[src/rtl/colDrivePkg.sv]
package colDrivePkg;
  // Strobes from the control side to the datapath
  typedef struct packed {
    logic shiftStep;  // one-cycle pulse per shift-clock falling edge
    logic shiftBit;   // serial bit aligned with shiftStep
    logic forceOn;    // all channels on
    logic forceOff;   // all channels off (only when forceOn is low)
  } ctrlStrobes_t;
endpackage

[src/rtl/colSyncCtrl.sv]
module colSyncCtrl
  import colDrivePkg::*;
#(
  parameter int SYNC_DEPTH = 2
) (
  input  logic         clk,
  input  logic         rst,
  input  logic         shiftClkIn,
  input  logic         serialIn,
  input  logic         strobeN,
  input  logic         enableIn,
  output ctrlStrobes_t ctrl
);
  localparam int LAST = SYNC_DEPTH - 1;

  logic [SYNC_DEPTH:0]  clkSync;   // one extra flop for edge detection
  logic [LAST:0]        dataSync;
  logic [LAST:0]        strobeSync;
  logic [LAST:0]        enableSync;

  always_ff @(posedge clk) begin
    if (rst) begin
      clkSync    <= '0;
      dataSync   <= '0;
      strobeSync <= '1;
      enableSync <= '0;
    end else begin
      clkSync    <= {clkSync[SYNC_DEPTH-1:0], shiftClkIn};
      dataSync   <= {dataSync[LAST-1:0], serialIn};
      strobeSync <= {strobeSync[LAST-1:0], strobeN};
      enableSync <= {enableSync[LAST-1:0], enableIn};
    end
  end

  always_comb begin
    ctrl.shiftStep = clkSync[SYNC_DEPTH] & ~clkSync[LAST];
    ctrl.shiftBit  = dataSync[LAST];
    ctrl.forceOn   = ~strobeSync[LAST];
    ctrl.forceOff  = strobeSync[LAST] & ~enableSync[LAST];
  end
endmodule

[src/rtl/colShiftPath.sv]
module colShiftPath
  import colDrivePkg::*;
#(
  parameter int NUM_STAGES = 32,
  parameter bit REVERSE    = 1'b0
) (
  input  logic                  clk,
  input  logic                  rst,
  input  ctrlStrobes_t          ctrl,
  output logic [NUM_STAGES-1:0] stageVec,
  output logic                  cascadeOut,
  output logic [NUM_STAGES-1:0] chanOn
);
  localparam int TOP = NUM_STAGES - 1;

  logic [TOP:0] mapped;

  always_ff @(posedge clk) begin
    if (rst) begin
      stageVec <= '0;
    end else if (ctrl.shiftStep) begin
      stageVec <= {stageVec[TOP-1:0], ctrl.shiftBit};
    end
  end

  assign cascadeOut = stageVec[TOP];

  for (genvar k = 0; k < NUM_STAGES; k++) begin : gMap
    if (REVERSE) begin : gRev
      assign mapped[k] = stageVec[TOP-k];
    end else begin : gFwd
      assign mapped[k] = stageVec[k];
    end
  end

  always_comb begin
    if (ctrl.forceOn)       chanOn = '1;
    else if (ctrl.forceOff) chanOn = '0;
    else                    chanOn = mapped;
  end
endmodule

[src/rtl/colDriveCore.sv]
module colDriveCore
  import colDrivePkg::*;
#(
  parameter int NUM_STAGES = 32,
  parameter bit REVERSE    = 1'b0
) (
  input  logic                  clk,
  input  logic                  rst,
  input  logic                  shiftClkIn,
  input  logic                  serialIn,
  input  logic                  strobeN,
  input  logic                  enableIn,
  output logic                  cascadeOut,
  output logic [NUM_STAGES-1:0] chanOn
);
  ctrlStrobes_t          ctrlBus;
  logic [NUM_STAGES-1:0] stageVec;

  colSyncCtrl #(.SYNC_DEPTH(2)) uCtrl (
    .clk       (clk),
    .rst       (rst),
    .shiftClkIn(shiftClkIn),
    .serialIn  (serialIn),
    .strobeN   (strobeN),
    .enableIn  (enableIn),
    .ctrl      (ctrlBus)
  );

  colShiftPath #(.NUM_STAGES(NUM_STAGES), .REVERSE(REVERSE)) uPath (
    .clk       (clk),
    .rst       (rst),
    .ctrl      (ctrlBus),
    .stageVec  (stageVec),
    .cascadeOut(cascadeOut),
    .chanOn    (chanOn)
  );
endmodule

[config.mk]
export PLATFORM = sky130hd
export DESIGN_NAME = colDriveCore
export DESIGN_NICKNAME = d
export VERILOG_FILES = /design/src/rtl/colDrivePkg.sv /design/src/rtl/colSyncCtrl.sv /design/src/rtl/colShiftPath.sv /design/src/rtl/colDriveCore.sv
export SDC_FILE = /design/constraint.sdc
export NUM_CORES = 1
export LEC_CHECK = 0
export ABC_CLOCK_PERIOD_IN_PS = 2100
export CORE_UTILIZATION = 53
export CTS_BUF_LIST = sky130_fd_sc_hd__clkbuf_16
export CTS_CLUSTER_SIZE = 30
export DETAILED_ROUTE_END_ITERATION = 10
export GPL_ROUTABILITY_DRIVEN = 0
export PLACE_DENSITY = 0.95
export SLEW_MARGIN = 25
export SYNTH_ARGS = -nofsm -noshare
export SYNTH_HDL_FRONTEND = slang
export SYNTH_HIERARCHICAL = 1
export SYNTH_SLANG_ARGS = --single-unit
export TNS_END_PERCENT = 10
[constraint.sdc]
create_clock -name clk -period 2.1 [get_ports clk]
set_input_delay 0.315 -clock clk [delete_from_list [all_inputs] [get_ports clk]]
set_output_delay 0.315 -clock clk [all_outputs]
set_load 0.1 [all_outputs]
# Word-level counts from Yosys, hierarchy flattened
# Cells that the tools add are included.
totals:
  ff_bits: 41
  in_bits: 6
  wordCells: 11
classes:
  mux: 2
  n_bitwise: 4
ops:
  columns: ["op", "count"]
  rows:
  - ["two-way mux 32 bit", 2]
  - ["bitwise AND 1 bit", 2]
  - ["NOT 1 bit", 2]

# Logic depth before layout (Yosys ltp)
# Gate-level depths: netlist of the first run.
depth:
  word_depth: 4
  mapped_depth: 5
  ltp_nobuf: 3

# Cells and area by module
# Netlist of the first run, hierarchy kept.
modules_own_cells:
  columns: ["mod", "n_inst", "cells_per_inst", "area_per_inst_um2"]
  rows:
  - ["colShiftPath", 1, 143, 1472.7]
  - ["colSyncCtrl", 1, 22, 260.2]

# Worst setup path after synthesis of the first run
# No wires, ideal clock.
synth_path:
  kind: "register -> output"
  start: "register uPath.stageVec[31]"
  end: "output chanOn[31]"
  t_arrival_ns: 1.729
  t_required_ns: 1.785
  path_slack_ns: 0.056
  path_stages_with_launch: 2
  n_path_buf: 0
  cell_sequence: "dfxtp_1 a21o_1"
synth_via:
  elab_chain_len: 2
synth_rtl:
  columns: ["item", "line_no", "source"]
  rows:
  - ["from (decl)", "colShiftPath.sv:10", "output logic [NUM_STAGES-1:0] stageVec,"]
  - ["from (signal assigned)", "colShiftPath.sv:22", "stageVec <= {stageVec[TOP-1:0], ctrl.shiftBit};"]
  - ["two-way mux 32 bit", "colShiftPath.sv:38", "else if (ctrl.forceOff) chanOn = '0;"]
  - ["two-way mux 32 bit", "colShiftPath.sv:37", "if (ctrl.forceOn) chanOn = '1;"]
  - ["to (decl)", "colDriveCore.sv:14", "output logic [NUM_STAGES-1:0] chanOn"]
# Every way passes these cells.

==> impl_metrics.py, run 1 <==
metrics = {
    "placed_design": {
        "port_buffers": 38,
        "pre_cts_slack_ns": 0.4570,
        "post-dp-hpwl_um": 2437,
    },
    "clocking": {
        "clock_latency_ns": 0.28,
        "cts-hold-fix-buffers": 0,
        "clock_path_buffers": 2,
        "ctsHtreeMaxLevel": 2,
        "cts.sinks": 41,
        "root_buffer": "clkbuf_16",
        "cts_setup_buffers": 0,
        "cts.clk_slew.worst_paths_ns": 0.05,
        "cts_resized": 0,
        "cts_made_buffers": 5,
        "tritoncts": "done",
    },
    "detailed_routing": {
        "wire_per_inst_um": 15.55,
        "via_per_inst": 5.299,
        "vias": 1293,
        "route.detailed.drc": 0,
        "drt_first_pass_iters": 4,
        "wirelength_um": 3795,
        "ant_nets": 0,
        "dr.first_iter.drc_count": 54,
    },
    "finish": {
        "multi_input_area_um2": 757.0,
        "fin_nets": 206,
        "seqCellArea_um2": 820.8,
        "num-fill-cells": 190,
        "antenna_cells": 0,
        "area_growth_pct": 45.40,
        "drive_gt1_share_pct": 22.00,
    },
    "timing": {
        "max_freq_mhz": 503.7,
        "timing.hold.ws_ns": 0.4561,
        "min_period_over_period_pct": 94.53,
        "setup_ws_ns": 0.1149,
        "fin_worst_skew_ns": 0.004095,
        "worstMarginPinSlew_ns": 0.3868,
        "period_minus_slack_ns": 1.985,
        "maxSlewViolCount": 0,
        "relSlewSlack_pct": 74.21,
        "finalHoldViolations": 0,
        "final.setup.tns_ns": 0,
        "rsz0062_at_grt": "false",
        "setup_viol_count_final": 0,
    },
    "floorplanning": {
        "ioPinCount": 39,
        "die_w_um": 59.06,
        "std_cell_rows": 20,
        "fp.coreArea_um2": 3078,
        "start_util_pct": 56.06,
        "die_h_um": 59.06,
        "dieArea_um2": 3487,
    },
    "pwr": {
        "power_leakage_nw": 1.192,
        "powerDensity_nw_per_um2": 742.5,
        "ir_drop_mv": 0.5998,
    },
    "grt": {
        "use_met3_pct": 7.205,
        "met1_usage_pct": 27.05,
        "antenna_found_initial": 0,
        "grt_start_max_net_pins": 42,
        "grt_pass1_vias": 1268,
        "grt_pass1_wl_um": 6058,
        "busiest_layer": "met2",
        "track_usage_pct": 24.12,
        "overflow": 0,
        "use_met2_pct": 42.53,
    },
    "worst_setup_path": {
        "critPathKind": "reg -> out",
        "cp.arrival_ns": 1.67,
        "cp-start-kind": "register",
        "cp_max_fo": 24,
        "end_kind": "output port",
        "worstPathRequired_ns": 1.78,
    },
    "logic_synthesis": {
        "synthCells": 164,
        "synth_area_per_cell_um2": 10.52,
        "yosysWarnings": 6,
        "syn_nets": 170,
        "synth.cell_area_um2": 1725,
    },
    "worst_hold_path": {
        "hold_class": "reg -> reg",
    },
    "run_status": {
        "status": "finished clean",
    },
    "job": {
        "maxCapViolations": 0,
    },
}
==> critical path, cell delays in order (launching register included) <==
cell	delay [ns]
dfxtp_1	0.31
nor2b_1	0.13
inv_1	0.20
buf_4	0.33
a21o_1	0.23
buf_12	0.19
==> through the flow <==
step / util (%) / power, W / area (um2) / instances
floorplan: - / 0.001057 / 1725 / 164
global placement: 77.20 / 0.001181 / 2376 / 237
detailed placement: 77.20 / 0.001187 / 2376 / 237
CTS: 81.50 / 0.001877 / 2509 / 244
global route: 81.50 / 0.001920 / 2509 / 244
finish: 81.50 / 0.001863 / 2509 / 244
==> area by class of cell <==
class	count	area share (%)
clock buffers	5	4.988
repair buffers	43	29.33
multi-input cells	107	30.17
inverters	2	0.2993
well taps	44	2.195
flip-flops and latches	41	32.72
clock inverters	2	0.2993
==> flip-flops by register name (all words and copies together), names as in the netlist <==
register,flops
uCtrl/clkSync,3
uPath/stageVec,32
uCtrl/strobeSync,2
uCtrl/enableSync,2
uCtrl/dataSync,2
==> per-layer routing <==
layer	share of wire (%)	vias to the layer above	wire length (um)
li1	-	618	-
met3	3.2	5	122
met2	55	35	2071
met1	41	635	1557
met5	0	-	0
met4	1.1	0	43
==> placed cells by master (no fill, tap or decap) <==
| master | instances |
|---|---|
| or2_1 | 2 |
| nor2b_1 | 8 |
| buf_4 | 6 |
| dfxtp_1 | 41 |
| clkinv_1 | 1 |
| mux2i_1 | 32 |
| clkbuf_16 | 5 |
| nor2_1 | 32 |
| inv_1 | 3 |
| buf_12 | 32 |
| nor2b_4 | 1 |
| a21o_1 | 32 |
| clkdlybuf4s50_1 | 5 |
==> path summary, 6_finish.rpt <==
check	slack, ns	depth (start not counted)	to	from
max reg2reg	0.83	4	uPath/stageVec[14]	uCtrl/clkSync[2]
max	0.11	5	chanOn[28]	uCtrl/strobeSync[1]
min	0.46	1	uCtrl/strobeSync[1]	uCtrl/strobeSync[0]
min reg2reg	0.46	1	uCtrl/strobeSync[1]	uCtrl/strobeSync[0]
==> power breakdown <==
group / leakage, nW / total (W) / switching, W / internal, W
Combinational: 0.791 / 0.000383 / 0.000254 / 0.000129
Sequential: 0.332 / 0.000790 / 0.00000355 / 0.000786
Clock: 0.0685 / 0.000689 / 0.000265 / 0.000424
Note: power is estimated with default switching activity, not from simulation.
==> inputs of run 2 (changes only) <==
Settings changed: CORE_ASPECT_RATIO set to 0.5, GPL_ROUTABILITY_DRIVEN 0 to unset.
==> impl_metrics.py, run 2 (synthesized netlist as in run 1, its figures left out) <==
metrics = {
    "pwr": {
        "ir_drop_mv": 0.7270,
        "power_leakage_nw": 1.211,
        "powerDensity_nw_per_um2": 800.9,
        "fin_total_pwr_w": 0.002052,
    },
    "worst_hold_path": {
        "worstHoldStart": "uCtrl/strobeSync[0]",
        "min_path_cells": 1,
        "holdPathEnd": "uCtrl/strobeSync[1]",
        "hold_class": "reg -> reg",
    },
    "timing": {
        "setup_viol_count_final": 0,
        "finalHoldViolations": 0,
        "timing.hold.ws_ns": 0.4253,
        "max_freq_mhz": 552.5,
        "rsz0062_at_grt": "false",
        "fin_worst_skew_ns": 0.003430,
        "maxSlewViolCount": 0,
        "final.setup.tns_ns": 0,
        "period_minus_slack_ns": 1.810,
        "min_period_over_period_pct": 86.19,
        "relSlewSlack_pct": 62.30,
        "worstMarginPinSlew_ns": 0.5644,
    },
    "clocking": {
        "ctsHtreeMaxLevel": 2,
        "cts_made_buffers": 5,
        "clock_latency_ns": 0.29,
        "cts.clk_slew.worst_paths_ns": 0.06,
        "clock_path_buffers": 2,
        "cts_setup_buffers": 0,
        "cts.sinks": 41,
        "cts_resized": 0,
        "cts-hold-fix-buffers": 0,
        "tritoncts": "done",
        "root_buffer": "clkbuf_16",
    },
    "grt": {
        "overflow": 0,
        "antenna_found_initial": 0,
        "grt_pass1_wl_um": 6568,
        "grt_pass1_vias": 1358,
        "grt_start_max_net_pins": 42,
        "track_usage_pct": 26.14,
    },
    "placed_design": {
        "gp_congestion": 0.6986,
        "port_buffers": 38,
        "dpl.cell_count": 234,
        "post-dp-hpwl_um": 2580,
    },
    "finish": {
        "area_growth_pct": 48.51,
        "largest_register_ffs": 32,
        "drive_gt1_share_pct": 23.76,
        "final_cells": 242,
        "layout.cells.most_common": "dfxtp_1",
        "finish.utilization_pct": 84.07,
        "layout_common_cells": "41 x dfxtp_1, 33 x buf_12, 32 x a21o_1, 32 x mux2i_1, 32 x nor2_1",
        "fin_nets": 207,
        "largest-register": "uPath/stageVec",
        "antenna_cells": 0,
        "reg_top3": "uPath/stageVec x32, uCtrl/clkSync x3",
    },
    "detailed_routing": {
        "via_per_inst": 5.393,
        "ant_nets": 0,
        "drt_first_pass_iters": 4,
        "wirelength_um": 4076,
        "vias": 1305,
        "dr.first_iter.drc_count": 58,
        "wire_per_inst_um": 16.84,
        "route.detailed.drc": 0,
    },
    "worst_setup_path": {
        "critPathSlowestCell": "dfxtp_1",
        "rr_worst_depth": 4,
        "end_kind": "output port",
        "cp_cell_sequence": "nor2b_1 > inv_1 > buf_4 > a21o_1 > buf_12",
        "critPathBufInv": 3,
        "crit_family": "buffers and inverters",
        "cp_max_fo": 18,
        "reg2reg_slack_ns": 0.58,
        "max_stage_delay_ns": 0.33,
        "rr_endpoint": "uPath/stageVec[16]",
        "cp.arrival_ns": 1.49,
        "cp-start-kind": "register",
        "worstPathRequired_ns": 1.78,
        "r2r-start": "uCtrl/clkSync[2]",
        "critPathKind": "reg -> out",
    },
    "run_status": {
        "status": "finished clean",
    },
    "floorplanning": {
        "die_w_um": 82.69,
        "die_h_um": 42.35,
        "start_util_pct": 56.61,
        "ioPinCount": 39,
        "fp.coreArea_um2": 3048,
        "std_cell_rows": 14,
        "dieArea_um2": 3502,
    },
    "job": {
        "maxCapViolations": 0,
    },
}
-- run 2: changes by cell type in the layout (fill, tap and decap cells not counted), sizes merged --
| cell | change |
|---|---|
| buf | +1 |
| bufinv | +1 |
| clkinvlp | +1 |
| inv | -1 |
-- run 2: worst max-delay path by stage --
| stage | start | endpoint | slack, ns | depth (start not counted) |
|---|---|---|---|---|
| 5_1_grt | uCtrl/strobeSync[1] | chanOn[29] | 0.25 | 5 |
| 3_5_place_dp | uCtrl/clkSync[1] | uPath/stageVec[13] | 0.62 | 4 |
| 3_3_place_gp | uCtrl/clkSync[2] | uPath/stageVec[22] | 0.72 | 4 |
| 4_1_cts | uCtrl/strobeSync[1] | chanOn[14] | 0.30 | 5 |
| 6_report | uCtrl/strobeSync[1] | chanOn[29] | 0.29 | 5 |
| 2_1_floorplan | uPath/stageVec[31] | chanOn[31] | 0.07 | 1 |
-- run 2: per-layer routing --
metal | track usage [%] | up-vias | wire length (um)
met5 | 0 | - | 0
met4 | 12.76 | 0 | 121
met3 | 5.870 | 12 | 117
met2 | 45.08 | 37 | 2050
met1 | 30.52 | 635 | 1786
li1 | - | 621 | -
-- run 2: cell type report --
type / count / area (um2)
flip-flops and latches: 41 / 820.8
multi-input cells: 107 / 757.0
repair buffers: 44 / 755.7
fillers: 144 / 485.5
clock buffers: 5 / 125.1
well taps: 40 / 50.05
clock inverters: 3 / 46.29
inverters: 2 / 7.507
-- run 2: per-stage QoR --
stage               instance area [um2]  setup slack, ns
floorplan                          1725          0.07332
global placement                   2391           0.7215
detailed placement                 2391           0.6237
CTS                                2562           0.2978
global route                       2562           0.2455
finish                             2562           0.2901
-- run 2: power breakdown --
| group | internal, W | switching [W] | total, W |
|---|---|---|---|
| clock network | 0.000562 | 0.000314 | 0.000876 |
| logic | 0.000132 | 0.000255 | 0.000388 |
| registers | 0.000786 | 0.00000296 | 0.000788 |
| total | 0.00148 | 0.000572 | 0.00205 |
==> inputs of run 3 (changes only) <==
Settings changed: ABC_AREA set to 1, CORE_UTILIZATION 53 to 45, PLACE_DENSITY 0.95 to 0.83.
==> impl_metrics.py, run 3 <==
metrics = {
    "run_status": {
        "status": "finished, violations left",
        "violations": "DRC",
    },
    "worst_setup_path": {
        "end_kind": "output port",
        "rr_worst_depth": 6,
        "max_stage_delay_ns": 0.31,
        "cp.arrival_ns": 1.60,
        "crit_family": "buffers and inverters",
        "cp_cell_sequence": "inv_1 > clkinvlp_4 > buf_4 > o21ai_1 > buf_12",
        "critPathKind": "reg -> out",
        "critPathSlowestCell": "dfxtp_1",
        "reg2reg_slack_ns": 0.64,
        "rr_endpoint": "uPath/stageVec[1]",
        "worstPathRequired_ns": 1.78,
        "r2r-start": "uCtrl/clkSync[2]",
        "critPathBufInv": 4,
        "cp-start-kind": "register",
        "cp_max_fo": 18,
    },
    "placed_design": {
        "post-dp-hpwl_um": 2654,
        "gp_congestion": 0.7195,
        "port_buffers": 38,
    },
    "worst_hold_path": {
        "min_path_cells": 2,
        "worstHoldStart": "uCtrl/enableSync[0]",
        "holdPathEnd": "uCtrl/enableSync[1]",
        "hold_class": "reg -> reg",
    },
    "timing": {
        "fin_worst_skew_ns": 0.003987,
        "finalHoldViolations": 0,
        "period_minus_slack_ns": 1.915,
        "worstMarginPinSlew_ns": 0.9810,
        "max_freq_mhz": 522.2,
        "rsz0062_at_grt": "false",
        "relSlewSlack_pct": 34.53,
        "setup_viol_count_final": 0,
        "min_period_over_period_pct": 91.19,
        "final.setup.tns_ns": 0,
        "maxSlewViolCount": 0,
    },
    "clocking": {
        "clock_path_buffers": 2,
        "cts-hold-fix-buffers": 0,
        "cts.sinks": 41,
        "tritoncts": "done",
        "ctsHtreeMaxLevel": 2,
        "clock_latency_ns": 0.28,
        "cts.clk_slew.worst_paths_ns": 0.05,
        "root_buffer": "clkbuf_16",
        "cts_made_buffers": 5,
    },
    "finish": {
        "layout_common_cells": "66 x nand2_1, 47 x inv_1, 45 x nor2_1",
        "layout.cells.most_common": "nand2_1",
        "largest-register": "uPath/stageVec",
        "largest_register_ffs": 32,
        "num-fill-cells": 259,
        "finish.utilization_pct": 69.04,
        "area_growth_pct": 44.87,
        "drive_gt1_share_pct": 23.95,
        "reg_top3": "uPath/stageVec x32, uCtrl/clkSync x3",
        "antenna_cells": 0,
        "fin_nets": 315,
    },
    "pwr": {
        "ir_drop_mv": 0.4886,
        "powerDensity_nw_per_um2": 758.0,
        "power_leakage_nw": 1.095,
    },
    "grt": {
        "grt_start_max_net_pins": 39,
        "grt_pass1_wl_um": 6962,
        "track_usage_pct": 21.34,
        "grt_pass1_vias": 1602,
        "overflow": 0,
        "antenna_found_initial": 0,
    },
    "floorplanning": {
        "die_h_um": 47.70,
        "start_util_pct": 47.65,
        "die_w_um": 93.39,
        "std_cell_rows": 16,
        "dieArea_um2": 4454,
        "fp.coreArea_um2": 3944,
        "ioPinCount": 39,
    },
    "detailed_routing": {
        "drt_first_pass_iters": 7,
        "dr.first_iter.drc_count": 80,
        "via_per_inst": 4.854,
        "wire_per_inst_um": 12.19,
        "ant_nets": 0,
        "vias": 1762,
        "route.detailed.drc": 1,
        "wirelength_um": 4426,
    },
    "logic_synthesis": {
        "syn_nets": 283,
        "synth_area_per_cell_um2": 6.784,
        "yosysWarnings": 6,
        "synth.cell_area_um2": 1879,
        "synthCells": 277,
    },
    "job": {
        "maxCapViolations": 0,
    },
}
-- run 3: cell count changes in the layout (fill, tap and decap cells not counted), sizes merged, moves of 9 or more --
cell	delta
a21o	-32
inv	+45
mux2i	-32
nand2	+66
nor2	+42
nor2b	-9
o21ai	+32
-- run 3: where the power goes --
part	internal [W]	leakage, nW	total, W	switching, W
registers	0.000807	0.334	0.000822	0.0000149
clock network	0.000425	0.0685	0.000711	0.000287
logic	0.000168	0.692	0.000531	0.000363
-- run 3: worst max-delay path by stage --
| stage | from | end | slack, ns | depth (start not counted) |
|---|---|---|---|---|
| after global routing | uCtrl/strobeSync[1] | chanOn[19] | 0.14 | 5 |
| after CTS | uCtrl/strobeSync[1] | chanOn[9] | 0.21 | 4 |
| after floorplan | uPath/stageVec[31] | chanOn[31] | -0.63 | 2 |
| after detailed placement | rst | uPath/stageVec[6] | 0.28 | 4 |
| final | uCtrl/strobeSync[1] | chanOn[19] | 0.19 | 5 |
| after global placement | uCtrl/strobeSync[1] | chanOn[19] | 0.03 | 4 |
-- run 3: per-stage QoR --
step	hold slack [ns]	instances	setup WS [ns]	instance area, um2	total power [W]
finish	0.4051	363	0.1850	2723	0.002064
CTS	0.4074	363	0.2112	2723	0.002072
detailed placement	0.3963	354	0.2780	2567	0.001358
floorplan	0.3866	277	-0.6310	1887	0.001189
global placement	0.3935	354	0.02741	2562	0.001346
global route	0.4296	363	0.1410	2723	0.002133
-- run 3: area by class of cell --
class / instances / area, um2 / area share [%]
clock inverters: 2 / 7.507 / 0.2757
flip-flops and latches: 41 / 820.8 / 30.15
well taps: 54 / 67.56 / 2.482
inverters: 47 / 180.2 / 6.618
clock buffers: 5 / 125.1 / 4.596
multi-input cells: 172 / 780.7 / 28.68
repair buffers: 42 / 740.7 / 27.21
-- run 3: worst register-to-register path, stage by stage (launching register included) --
cell     delay, ns
dfxtp_1       0.31
inv_1         0.06
nor2_4        0.45
buf_12        0.28
nand2_1       0.11
nand2_1       0.08
nor2_1        0.06
-- run 3: per-layer routing --
metal / share of wire (%) / global-route usage (%) / up-vias / wire (um)
li1: - / - / 869 / -
met1: 43 / 23.41 / 845 / 1894
met2: 51 / 39.12 / 34 / 2266
met3: 3.5 / 6.984 / 14 / 155
met4: 2.5 / 11.69 / 0 / 110
met5: 0 / 0 / - / 0
-- run 3: repair_timing --
action / in CTS / in global routing
endpoints found under the setup margin: 1 / 0
resized for setup: 2 / 0
setup buffers: 1 / 0
